===== src/rtl/fcs_pkg.sv =====
`timescale 1ns/1ps
package fcs_pkg;

   typedef enum logic [3:0] {
      ST_READ,
      ST_UL1,
      ST_UL2,
      ST_PGM_DATA,
      ST_ERS_SETUP,
      ST_ERS_UL1,
      ST_ERS_UL2,
      ST_PGM_RUN,
      ST_ERS_RUN,
      ST_SUSP,
      ST_IDENT,
      ST_FAULT
   } fcs_state_e;

   typedef enum logic [1:0] {
      SRC_ARRAY  = 2'd0,
      SRC_IDENT  = 2'd1,
      SRC_STATUS = 2'd2
   } fcs_src_e;

   typedef struct packed {
      logic ul1;
      logic ul2;
      logic at_cmd_addr;
      logic c_reset;
      logic c_ident;
      logic c_prog;
      logic c_erase_setup;
      logic c_erase_go;
      logic c_suspend;
      logic c_resume;
   } fcs_wr_class_t;

endpackage


===== src/rtl/fcs_decode.sv =====
`timescale 1ns/1ps
module fcs_decode
   import fcs_pkg::*;
#(
   parameter int unsigned UNLK_W          = 11,
   parameter int unsigned DATA_W          = 8,
   parameter int unsigned UL1_ADDR        = 'h555,
   parameter int unsigned UL1_DATA        = 'hAA,
   parameter int unsigned UL2_ADDR        = 'h2AA,
   parameter int unsigned UL2_DATA        = 'h55,
   parameter int unsigned CMD_RESET       = 'hF0,
   parameter int unsigned CMD_IDENT       = 'h90,
   parameter int unsigned CMD_PROG        = 'hA0,
   parameter int unsigned CMD_ERASE_SETUP = 'h80,
   parameter int unsigned CMD_ERASE_GO    = 'h30,
   parameter int unsigned CMD_SUSPEND     = 'hB0,
   parameter int unsigned CMD_RESUME      = 'h30
) (
   input  logic [UNLK_W-1:0] key,
   input  logic              hi_ok,
   input  logic [DATA_W-1:0] dat,
   output fcs_wr_class_t     cls
);

   localparam logic [UNLK_W-1:0] K1 = UNLK_W'(UL1_ADDR);
   localparam logic [UNLK_W-1:0] K2 = UNLK_W'(UL2_ADDR);

   logic key1, key2;

   assign key1 = hi_ok && (key == K1);
   assign key2 = hi_ok && (key == K2);

   always_comb begin
      cls               = '0;
      cls.ul1           = key1 && (dat == DATA_W'(UL1_DATA));
      cls.ul2           = key2 && (dat == DATA_W'(UL2_DATA));
      cls.at_cmd_addr   = key1;
      cls.c_reset       = (dat == DATA_W'(CMD_RESET));
      cls.c_ident       = (dat == DATA_W'(CMD_IDENT));
      cls.c_prog        = (dat == DATA_W'(CMD_PROG));
      cls.c_erase_setup = (dat == DATA_W'(CMD_ERASE_SETUP));
      cls.c_erase_go    = (dat == DATA_W'(CMD_ERASE_GO));
      cls.c_suspend     = (dat == DATA_W'(CMD_SUSPEND));
      cls.c_resume      = (dat == DATA_W'(CMD_RESUME));
   end

endmodule


===== src/rtl/fcs_ctrl.sv =====
`timescale 1ns/1ps
module fcs_ctrl
   import fcs_pkg::*;
#(
   parameter int unsigned ADDR_W = 12,
   parameter int unsigned DATA_W = 8,
   parameter int unsigned N_SECT = 8
) (
   input  logic              clk,
   input  logic              rst_n,
   input  logic              wr_en,
   input  fcs_wr_class_t     cls,
   input  logic [ADDR_W-1:0] wr_addr,
   input  logic [DATA_W-1:0] wr_data,
   input  logic              eng_done,
   input  logic              eng_fail,
   output fcs_state_e        state,
   output logic              susp,
   output logic [N_SECT-1:0] susp_mask,
   output logic              eng_start,
   output logic              eng_op,
   output logic [ADDR_W-1:0] eng_addr,
   output logic [DATA_W-1:0] eng_data
);

   localparam int unsigned SECT_W = $clog2(N_SECT);

   fcs_state_e        nxt, base;
   logic              susp_nxt, start_nxt;
   logic [N_SECT-1:0] mask_nxt;
   logic [SECT_W-1:0] wr_sect;

   assign wr_sect = wr_addr[ADDR_W-1 -: SECT_W];
   assign base    = susp ? ST_SUSP : ST_READ;

   always_comb begin
      nxt       = state;
      susp_nxt  = susp;
      start_nxt = 1'b0;
      mask_nxt  = susp_mask;
      unique case (state)
         ST_READ: begin
            if (wr_en && cls.ul1) nxt = ST_UL1;
         end
         ST_SUSP: begin
            if (wr_en) begin
               if (cls.ul1) nxt = ST_UL1;
               else if (cls.c_resume) begin
                  nxt      = ST_ERS_RUN;
                  susp_nxt = 1'b0;
               end
            end
         end
         ST_UL1: begin
            if (wr_en) nxt = cls.ul2 ? ST_UL2 : base;
         end
         ST_UL2: begin
            if (wr_en) begin
               if (cls.at_cmd_addr && cls.c_ident)                  nxt = ST_IDENT;
               else if (cls.at_cmd_addr && cls.c_prog)              nxt = ST_PGM_DATA;
               else if (cls.at_cmd_addr && cls.c_erase_setup && !susp) nxt = ST_ERS_SETUP;
               else                                                  nxt = base;
            end
         end
         ST_PGM_DATA: begin
            if (wr_en) begin
               nxt       = ST_PGM_RUN;
               start_nxt = 1'b1;
            end
         end
         ST_ERS_SETUP: begin
            if (wr_en) nxt = cls.ul1 ? ST_ERS_UL1 : base;
         end
         ST_ERS_UL1: begin
            if (wr_en) nxt = cls.ul2 ? ST_ERS_UL2 : base;
         end
         ST_ERS_UL2: begin
            if (wr_en) begin
               if (cls.c_erase_go) begin
                  nxt               = ST_ERS_RUN;
                  start_nxt         = 1'b1;
                  mask_nxt          = '0;
                  mask_nxt[wr_sect] = 1'b1;
               end else begin
                  nxt = base;
               end
            end
         end
         ST_PGM_RUN: begin
            if (eng_fail)      nxt = ST_FAULT;
            else if (eng_done) nxt = base;
         end
         ST_ERS_RUN: begin
            if (eng_fail)      nxt = ST_FAULT;
            else if (eng_done) nxt = ST_READ;
            else if (wr_en && cls.c_suspend) begin
               nxt      = ST_SUSP;
               susp_nxt = 1'b1;
            end
         end
         ST_IDENT, ST_FAULT: begin
            if (wr_en && cls.c_reset) nxt = base;
         end
         default: nxt = ST_READ;
      endcase
   end

   always_ff @(posedge clk or negedge rst_n) begin
      if (!rst_n) begin
         state     <= ST_READ;
         susp      <= 1'b0;
         susp_mask <= '0;
         eng_start <= 1'b0;
         eng_op    <= 1'b0;
         eng_addr  <= '0;
         eng_data  <= '0;
      end else begin
         state     <= nxt;
         susp      <= susp_nxt;
         susp_mask <= mask_nxt;
         eng_start <= start_nxt;
         if (start_nxt) begin
            eng_op   <= (state == ST_ERS_UL2);
            eng_addr <= wr_addr;
            eng_data <= wr_data;
         end
      end
   end

   // identification mode is left only through the reset command
   p_ident_hold_r2: assert property (@(posedge clk) disable iff (!rst_n)
      (state == ST_IDENT && !(wr_en && cls.c_reset)) |=> state == ST_IDENT);

   // a wrong second unlock cycle in plain mode returns to array reads
   p_wrong_fallback_r3: assert property (@(posedge clk) disable iff (!rst_n)
      (state == ST_UL1 && wr_en && !cls.ul2 && !susp) |=> state == ST_READ);

   // start is a single-cycle pulse
   p_start_pulse_r5: assert property (@(posedge clk) disable iff (!rst_n)
      eng_start |=> !eng_start);

   // program completion outside a suspension lands in array reads
   p_done_to_read_r5: assert property (@(posedge clk) disable iff (!rst_n)
      (state == ST_PGM_RUN && eng_done && !eng_fail && !susp) |=> state == ST_READ);

   // reset command is ignored while a program runs
   p_run_ignores_reset_r6: assert property (@(posedge clk) disable iff (!rst_n)
      (state == ST_PGM_RUN && wr_en && cls.c_reset && !eng_done && !eng_fail)
      |=> state == ST_PGM_RUN);

   // fault mode holds until a reset command
   p_fault_hold_r8: assert property (@(posedge clk) disable iff (!rst_n)
      (state == ST_FAULT && !(wr_en && cls.c_reset)) |=> state == ST_FAULT);

   // a suspended erase is never counted as running
   p_susp_no_erase_r9: assert property (@(posedge clk) disable iff (!rst_n)
      susp |-> state != ST_ERS_RUN);

endmodule


===== src/rtl/fcs_rdsel.sv =====
`timescale 1ns/1ps
module fcs_rdsel
   import fcs_pkg::*;
#(
   parameter int unsigned N_SECT = 8
) (
   input  fcs_state_e                 state,
   input  logic                       susp,
   input  logic [N_SECT-1:0]          susp_mask,
   input  logic [$clog2(N_SECT)-1:0]  rd_sector,
   output fcs_src_e                   src
);

   localparam int unsigned SECT_W = $clog2(N_SECT);

   logic [N_SECT-1:0] hit;
   logic              in_susp_sect;

   for (genvar i = 0; i < N_SECT; i++) begin : g_sect
      assign hit[i] = susp_mask[i] && (rd_sector == SECT_W'(i));
   end

   assign in_susp_sect = |hit;

   always_comb begin
      if (state == ST_IDENT)
         src = SRC_IDENT;
      else if (state == ST_PGM_RUN || state == ST_ERS_RUN || state == ST_FAULT)
         src = SRC_STATUS;
      else if (susp && in_susp_sect)
         src = SRC_STATUS;
      else
         src = SRC_ARRAY;
   end

   // at most one sector is marked as suspended
   always_comb begin
      p_one_sector_r9: assert ($onehot0(susp_mask));
   end

endmodule


===== src/rtl/flash_cmd_fsm.sv =====
`timescale 1ns/1ps
module flash_cmd_fsm
   import fcs_pkg::*;
#(
   parameter int unsigned ADDR_W          = 12,
   parameter int unsigned DATA_W          = 8,
   parameter int unsigned UNLK_W          = 11,
   parameter int unsigned N_SECT          = 8,
   parameter bit          STRICT_UL       = 1'b0,
   parameter int unsigned UL1_ADDR        = 'h555,
   parameter int unsigned UL1_DATA        = 'hAA,
   parameter int unsigned UL2_ADDR        = 'h2AA,
   parameter int unsigned UL2_DATA        = 'h55,
   parameter int unsigned CMD_RESET       = 'hF0,
   parameter int unsigned CMD_IDENT       = 'h90,
   parameter int unsigned CMD_PROG        = 'hA0,
   parameter int unsigned CMD_ERASE_SETUP = 'h80,
   parameter int unsigned CMD_ERASE_GO    = 'h30,
   parameter int unsigned CMD_SUSPEND     = 'hB0,
   parameter int unsigned CMD_RESUME      = 'h30
) (
   input  logic                       clk,
   input  logic                       rst_n,
   input  logic                       wr_en,
   input  logic [ADDR_W-1:0]          wr_addr,
   input  logic [DATA_W-1:0]          wr_data,
   input  logic [$clog2(N_SECT)-1:0]  rd_sector,
   output logic [1:0]                 rd_src,
   output logic                       busy,
   output logic                       eng_start,
   output logic                       eng_op,
   output logic [ADDR_W-1:0]          eng_addr,
   output logic [DATA_W-1:0]          eng_data,
   input  logic                       eng_done,
   input  logic                       eng_fail,
   output logic                       eng_hold
);

   localparam int unsigned SECT_W = $clog2(N_SECT);

   if (N_SECT < 2 || (1 << SECT_W) != N_SECT) begin : g_bad_sect
      $error("N_SECT must be a power of two of at least 2");
   end
   if (UNLK_W > ADDR_W || UNLK_W < 2) begin : g_bad_unlk
      $error("UNLK_W must lie in 2..ADDR_W");
   end
   if (SECT_W >= ADDR_W) begin : g_bad_addr
      $error("ADDR_W too small for the sector count");
   end
   if (DATA_W < 8) begin : g_bad_data
      $error("DATA_W must hold a command byte");
   end

   fcs_wr_class_t     cls;
   fcs_state_e        state;
   fcs_src_e          src;
   logic              susp;
   logic [N_SECT-1:0] susp_mask;
   logic              hi_ok;

   if (STRICT_UL && UNLK_W < ADDR_W) begin : g_strict
      assign hi_ok = ~|wr_addr[ADDR_W-1:UNLK_W];
   end else begin : g_loose
      assign hi_ok = 1'b1;
   end

   fcs_decode #(
      .UNLK_W(UNLK_W), .DATA_W(DATA_W),
      .UL1_ADDR(UL1_ADDR), .UL1_DATA(UL1_DATA),
      .UL2_ADDR(UL2_ADDR), .UL2_DATA(UL2_DATA),
      .CMD_RESET(CMD_RESET), .CMD_IDENT(CMD_IDENT), .CMD_PROG(CMD_PROG),
      .CMD_ERASE_SETUP(CMD_ERASE_SETUP), .CMD_ERASE_GO(CMD_ERASE_GO),
      .CMD_SUSPEND(CMD_SUSPEND), .CMD_RESUME(CMD_RESUME)
   ) u_decode (
      .key   (wr_addr[UNLK_W-1:0]),
      .hi_ok (hi_ok),
      .dat   (wr_data),
      .cls   (cls)
   );

   fcs_ctrl #(
      .ADDR_W(ADDR_W), .DATA_W(DATA_W), .N_SECT(N_SECT)
   ) u_ctrl (
      .clk       (clk),
      .rst_n     (rst_n),
      .wr_en     (wr_en),
      .cls       (cls),
      .wr_addr   (wr_addr),
      .wr_data   (wr_data),
      .eng_done  (eng_done),
      .eng_fail  (eng_fail),
      .state     (state),
      .susp      (susp),
      .susp_mask (susp_mask),
      .eng_start (eng_start),
      .eng_op    (eng_op),
      .eng_addr  (eng_addr),
      .eng_data  (eng_data)
   );

   fcs_rdsel #(.N_SECT(N_SECT)) u_rdsel (
      .state     (state),
      .susp      (susp),
      .susp_mask (susp_mask),
      .rd_sector (rd_sector),
      .src       (src)
   );

   assign rd_src   = src;
   assign busy     = (state == ST_PGM_RUN) || (state == ST_ERS_RUN);
   assign eng_hold = susp;

   // while busy, reads always report status
   p_busy_status_r5: assert property (@(posedge clk) disable iff (!rst_n)
      busy |-> rd_src == 2'd2);

   // a start pulse never coincides with an idle machine
   p_start_busy_r9: assert property (@(posedge clk) disable iff (!rst_n)
      eng_start |-> busy);

endmodule


===== config.mk =====
export PLATFORM = sky130hd
export DESIGN_NAME = flash_cmd_fsm
export DESIGN_NICKNAME = d
export VERILOG_FILES = /design/src/rtl/fcs_pkg.sv /design/src/rtl/fcs_decode.sv /design/src/rtl/fcs_ctrl.sv /design/src/rtl/fcs_rdsel.sv /design/src/rtl/flash_cmd_fsm.sv
export SDC_FILE = /design/constraint.sdc
export NUM_CORES = 1
export LEC_CHECK = 0
export ABC_CLOCK_PERIOD_IN_PS = 3220
export BUFFER_PORTS_ARGS = -buffer_cell sky130_fd_sc_hd__clkbuf_2
export CORE_MARGIN = 5
export CORE_UTILIZATION = 45
export CTS_CLUSTER_SIZE = 12
export DETAILED_ROUTE_END_ITERATION = 16
export PLACE_DENSITY = 0.67
export SYNTH_ARGS = -nofsm -noshare
export SYNTH_HDL_FRONTEND = slang
export SYNTH_SLANG_ARGS = --single-unit
export TNS_END_PERCENT = 1

===== constraint.sdc =====
create_clock -name clk -period 3.22 [get_ports clk]
set_clock_uncertainty 0.15 [all_clocks]
set_input_delay 0.644 -clock clk [delete_from_list [all_inputs] [get_ports clk]]
set_output_delay 0.644 -clock clk [all_outputs]
set_load 0.005 [all_outputs]

==> impl_metrics.env <==
export IMPL_run_status="completed"
export IMPL_worst_ep_arrival_time_ps=1880
export IMPL_synth_main_ff_cell="dfrtp_1"
export IMPL_path_max_fanout=19
export IMPL_max_cap_viol_count=0
export IMPL_syn2layout_area_growth_pct=17.7
export IMPL_finalHoldViolCount=0
export IMPL_antenna_found_initial=0
export IMPL_sw_frac_of_total_pct=37.1
export IMPL_min_path_type="primary input to asynchronous set/reset pin"
export IMPL_synth_fp_nets=242
export IMPL_syn_area_per_cell_um2=10.0
export IMPL_ir_drop_uv=321
export IMPL_synth_seq_cells=35
export IMPL_chipHeight_um=79.0
export IMPL_synth_commonest_cells="dfrtp_1, nand2_1, mux2_2, nor2_1, o21ai_0"
export IMPL_viasPerCell=5.87
export IMPL_drc=0
export IMPL_post_cts_buffers=0
export IMPL_synth_top_area_cell="dfrtp_1"
export IMPL_worst_setup_path_type="flop to primary output"
export IMPL_drtAntennaViolNets=0
export IMPL_root_buffer="clkbuf_8"
export IMPL_first_pass_iters=4
export IMPL_dp_cells=311
export IMPL_relSlewSlack_pct=41.0
export IMPL_internal_power_mw=0.958
export IMPL_die_w_um=79.0
export IMPL_synthCells=214
export IMPL_drive_above_1_share_pct=38.1
export IMPL_yosysMostFrequentCell="dfrtp_1"
export IMPL_place_area_um2=2440
export IMPL_clk_latency_ps=290
export IMPL_drt_initial_drc_count=166
export IMPL_powerDensity_nw_per_um2=603
export IMPL_pwr_share_seq_pct=39.8
export IMPL_grt_max_degree=36
export IMPL_grt_pass1_vias=1952
export IMPL_grt_pass1_wl_um=9260
export IMPL_final_area_um2=2520
export IMPL_async_reset_ff_share_pct=100
export IMPL_num_rows=25
export IMPL_wl_per_cell_um=16.3
export IMPL_crit_path_end_kind="primary output"
export IMPL_seqCellArea_um2=876
export IMPL_fin_setup_tns_ps=0
export IMPL_path_clk_slew_ps=70
export IMPL_htree_levels=2
export IMPL_fillCellCount=424
export IMPL_critPathMaxStageDelay_ps=610
export IMPL_cp_cell_sequence="nor2b_1 -> nand2_1 -> o21ai_0 -> a21o_1 -> clkbuf_2"
export IMPL_fmax_ghz=0.374
export IMPL_yosys_warnings=0
export IMPL_combPwrFrac_pct=39.7
export IMPL_critPathSlowestCell="dfrtp_1"
export IMPL_multiInputGateArea_um2=1170
export IMPL_antenna_cells=0
export IMPL_tightest_slew_ps=885
export IMPL_final_util_pct=54.1
export IMPL_hpwlAfterDp_um=3850
export IMPL_yosys_cell_types_count=57
export IMPL_start_util_pct=46.0
export IMPL_io_pins=54
export IMPL_finalMaxSlewViolations=0
export IMPL_p_leak_nw=1.21
export IMPL_dieArea_um2=6240
export IMPL_routabilityCongestion=0.879
export IMPL_num_vias=1873
export IMPL_grt_usage_pct=18.6
export IMPL_clockBufferDepth=2
export IMPL_p_total_mw=1.52
export IMPL_stdcell_count=319
export IMPL_power_switching_mw=0.565
export IMPL_clockPowerShare_pct=20.5
export IMPL_wl_um=5190
export IMPL_numCtsBuffers=5
export IMPL_yosys_top_cells_area="dfrtp_1, mux2_2, nand2_1"
export IMPL_synth_top_area_share_pct=40.9
export IMPL_synth_edf_count=0
export IMPL_layout_worst_path_cycle_share_pct=83.0
export IMPL_synth_seq_area_share_pct=40.9
export IMPL_cts_resized=0
export IMPL_rsz0062_at_grt="no"
export IMPL_nNetsFinal=292
export IMPL_portBuffers=53
export IMPL_crit_path_start_kind="flop"
export IMPL_cts_tree="built"
export IMPL_cts_sinks=35
export IMPL_fin_crit_ps=2670
export IMPL_syn_area_um2=2140
export IMPL_cts_hold_buffers=0
export IMPL_gr_total_overflow=0
export IMPL_setup_viol=0
export IMPL_crit_required_ps=2430
export IMPL_core_area_um2=4660
==> cells in the final DEF, fill, tap and decap left out, types with 2 or more instances in the layout <==
| master | n |
|---|---|
| clkbuf_2 | 53 |
| dfrtp_1 | 35 |
| nand2_1 | 24 |
| mux2_2 | 18 |
| nor2_1 | 10 |
| o21ai_0 | 10 |
| inv_1 | 9 |
| nor3_1 | 7 |
| nand2b_1 | 5 |
| a21oi_1 | 5 |
| nand3_1 | 5 |
| o41ai_1 | 5 |
| clkbuf_8 | 5 |
| nor4_1 | 4 |
| buf_4 | 4 |
| nand4_1 | 3 |
| mux2i_1 | 3 |
| nand3b_1 | 3 |
| o21ai_1 | 3 |
| nor4bb_1 | 3 |
| or2_2 | 3 |
| nor3b_2 | 2 |
| nand4b_1 | 2 |
| mux4_2 | 2 |
| nor2b_1 | 2 |
| a21o_1 | 2 |
| mux2_1 | 2 |
| a211o_1 | 2 |
| a22oi_1 | 2 |
| or3_1 | 2 |
| a21boi_0 | 2 |
==> through the flow <==
stage | setup slack (ps) | hold WS (ps)
2_1_floorplan | 952 | 198
3_3_place_gp | 655 | 312
3_5_place_dp | 658 | 315
4_1_cts | 533 | 332
5_1_grt | 429 | 355
6_report | 548 | 314
==> layout make-up <==
cell class / instances / area share (%)
Timing Repair Buffer: 57 / 11.7
Clock buffer: 6 / 2.88
Multi-Input combinational cell: 156 / 46.2
Tap cell: 54 / 2.68
Clock inverter: 2 / 0.496
Sequential cell: 35 / 34.7
Inverter: 9 / 1.34
==> worst paths after layout <==
check,end,cells after the start,slack [ps],from
worst max-delay path,rd_src[1],5,550,u_ctrl.state[2]
worst min-delay path,u_ctrl.eng_addr[5],1,310,rst_n
worst max register to register,u_ctrl.eng_addr[8],6,710,u_ctrl.state[0]
worst min register to register,u_ctrl.susp_mask[3],2,330,u_ctrl.susp_mask[3]
max in group asynchronous,u_ctrl.state[0],1,2050,rst_n
min in group clk,u_ctrl.susp_mask[3],2,330,u_ctrl.susp_mask[3]
==> critical path, delay by kind of cell, from the launching register on <==
kind / cells / cell delay [ps]
buffers and inverters: 1 / 110
AND/OR/NAND/NOR: 2 / 650
AO/OA/AOI/OAI: 2 / 230
flip-flops: 1 / 610
==> power groups by stage <==
stage               Combinational (mW)  Sequential (mW)  Clock, mW
floorplan                        0.459            0.561          0
finish                           0.605            0.606      0.312
detailed placement               0.606            0.613          0
CTS                              0.609            0.606      0.324
global placement                 0.598            0.612          0
global route                     0.679            0.624      0.348
==> state kept, by name, summed over array words and instances (netlist names) <==
name / cells
u_ctrl.eng_start: 1
u_ctrl.susp: 1
u_ctrl.eng_addr: 12
u_ctrl.state: 4
u_ctrl.eng_data: 8
u_ctrl.susp_mask: 8
u_ctrl.eng_op: 1
==> kinds of logic (layout without fill, tap and decap cells) <==
logic type             Yosys count  after routing  synth area share (%)
buffers and inverters           23             74                  4.73
AOI/OAI and AO/OA               47             47                  16.3
muxes                           25             25                  14.0
and+or+nand+nor                 84             84                  24.1
DFF                             35             35                  40.9
==> per-layer routing <==
layer  routed length (µm)  vias up  global-route usage (%)
li1                     -      902                       -
met1                 2340      892                    25.3
met3                  334        8                    3.97
met5                    0        -                       0
met4                   77        0                    6.87
met2                 2440       71                    29.0
No activity file was read; power rests on OpenSTA's default activity.
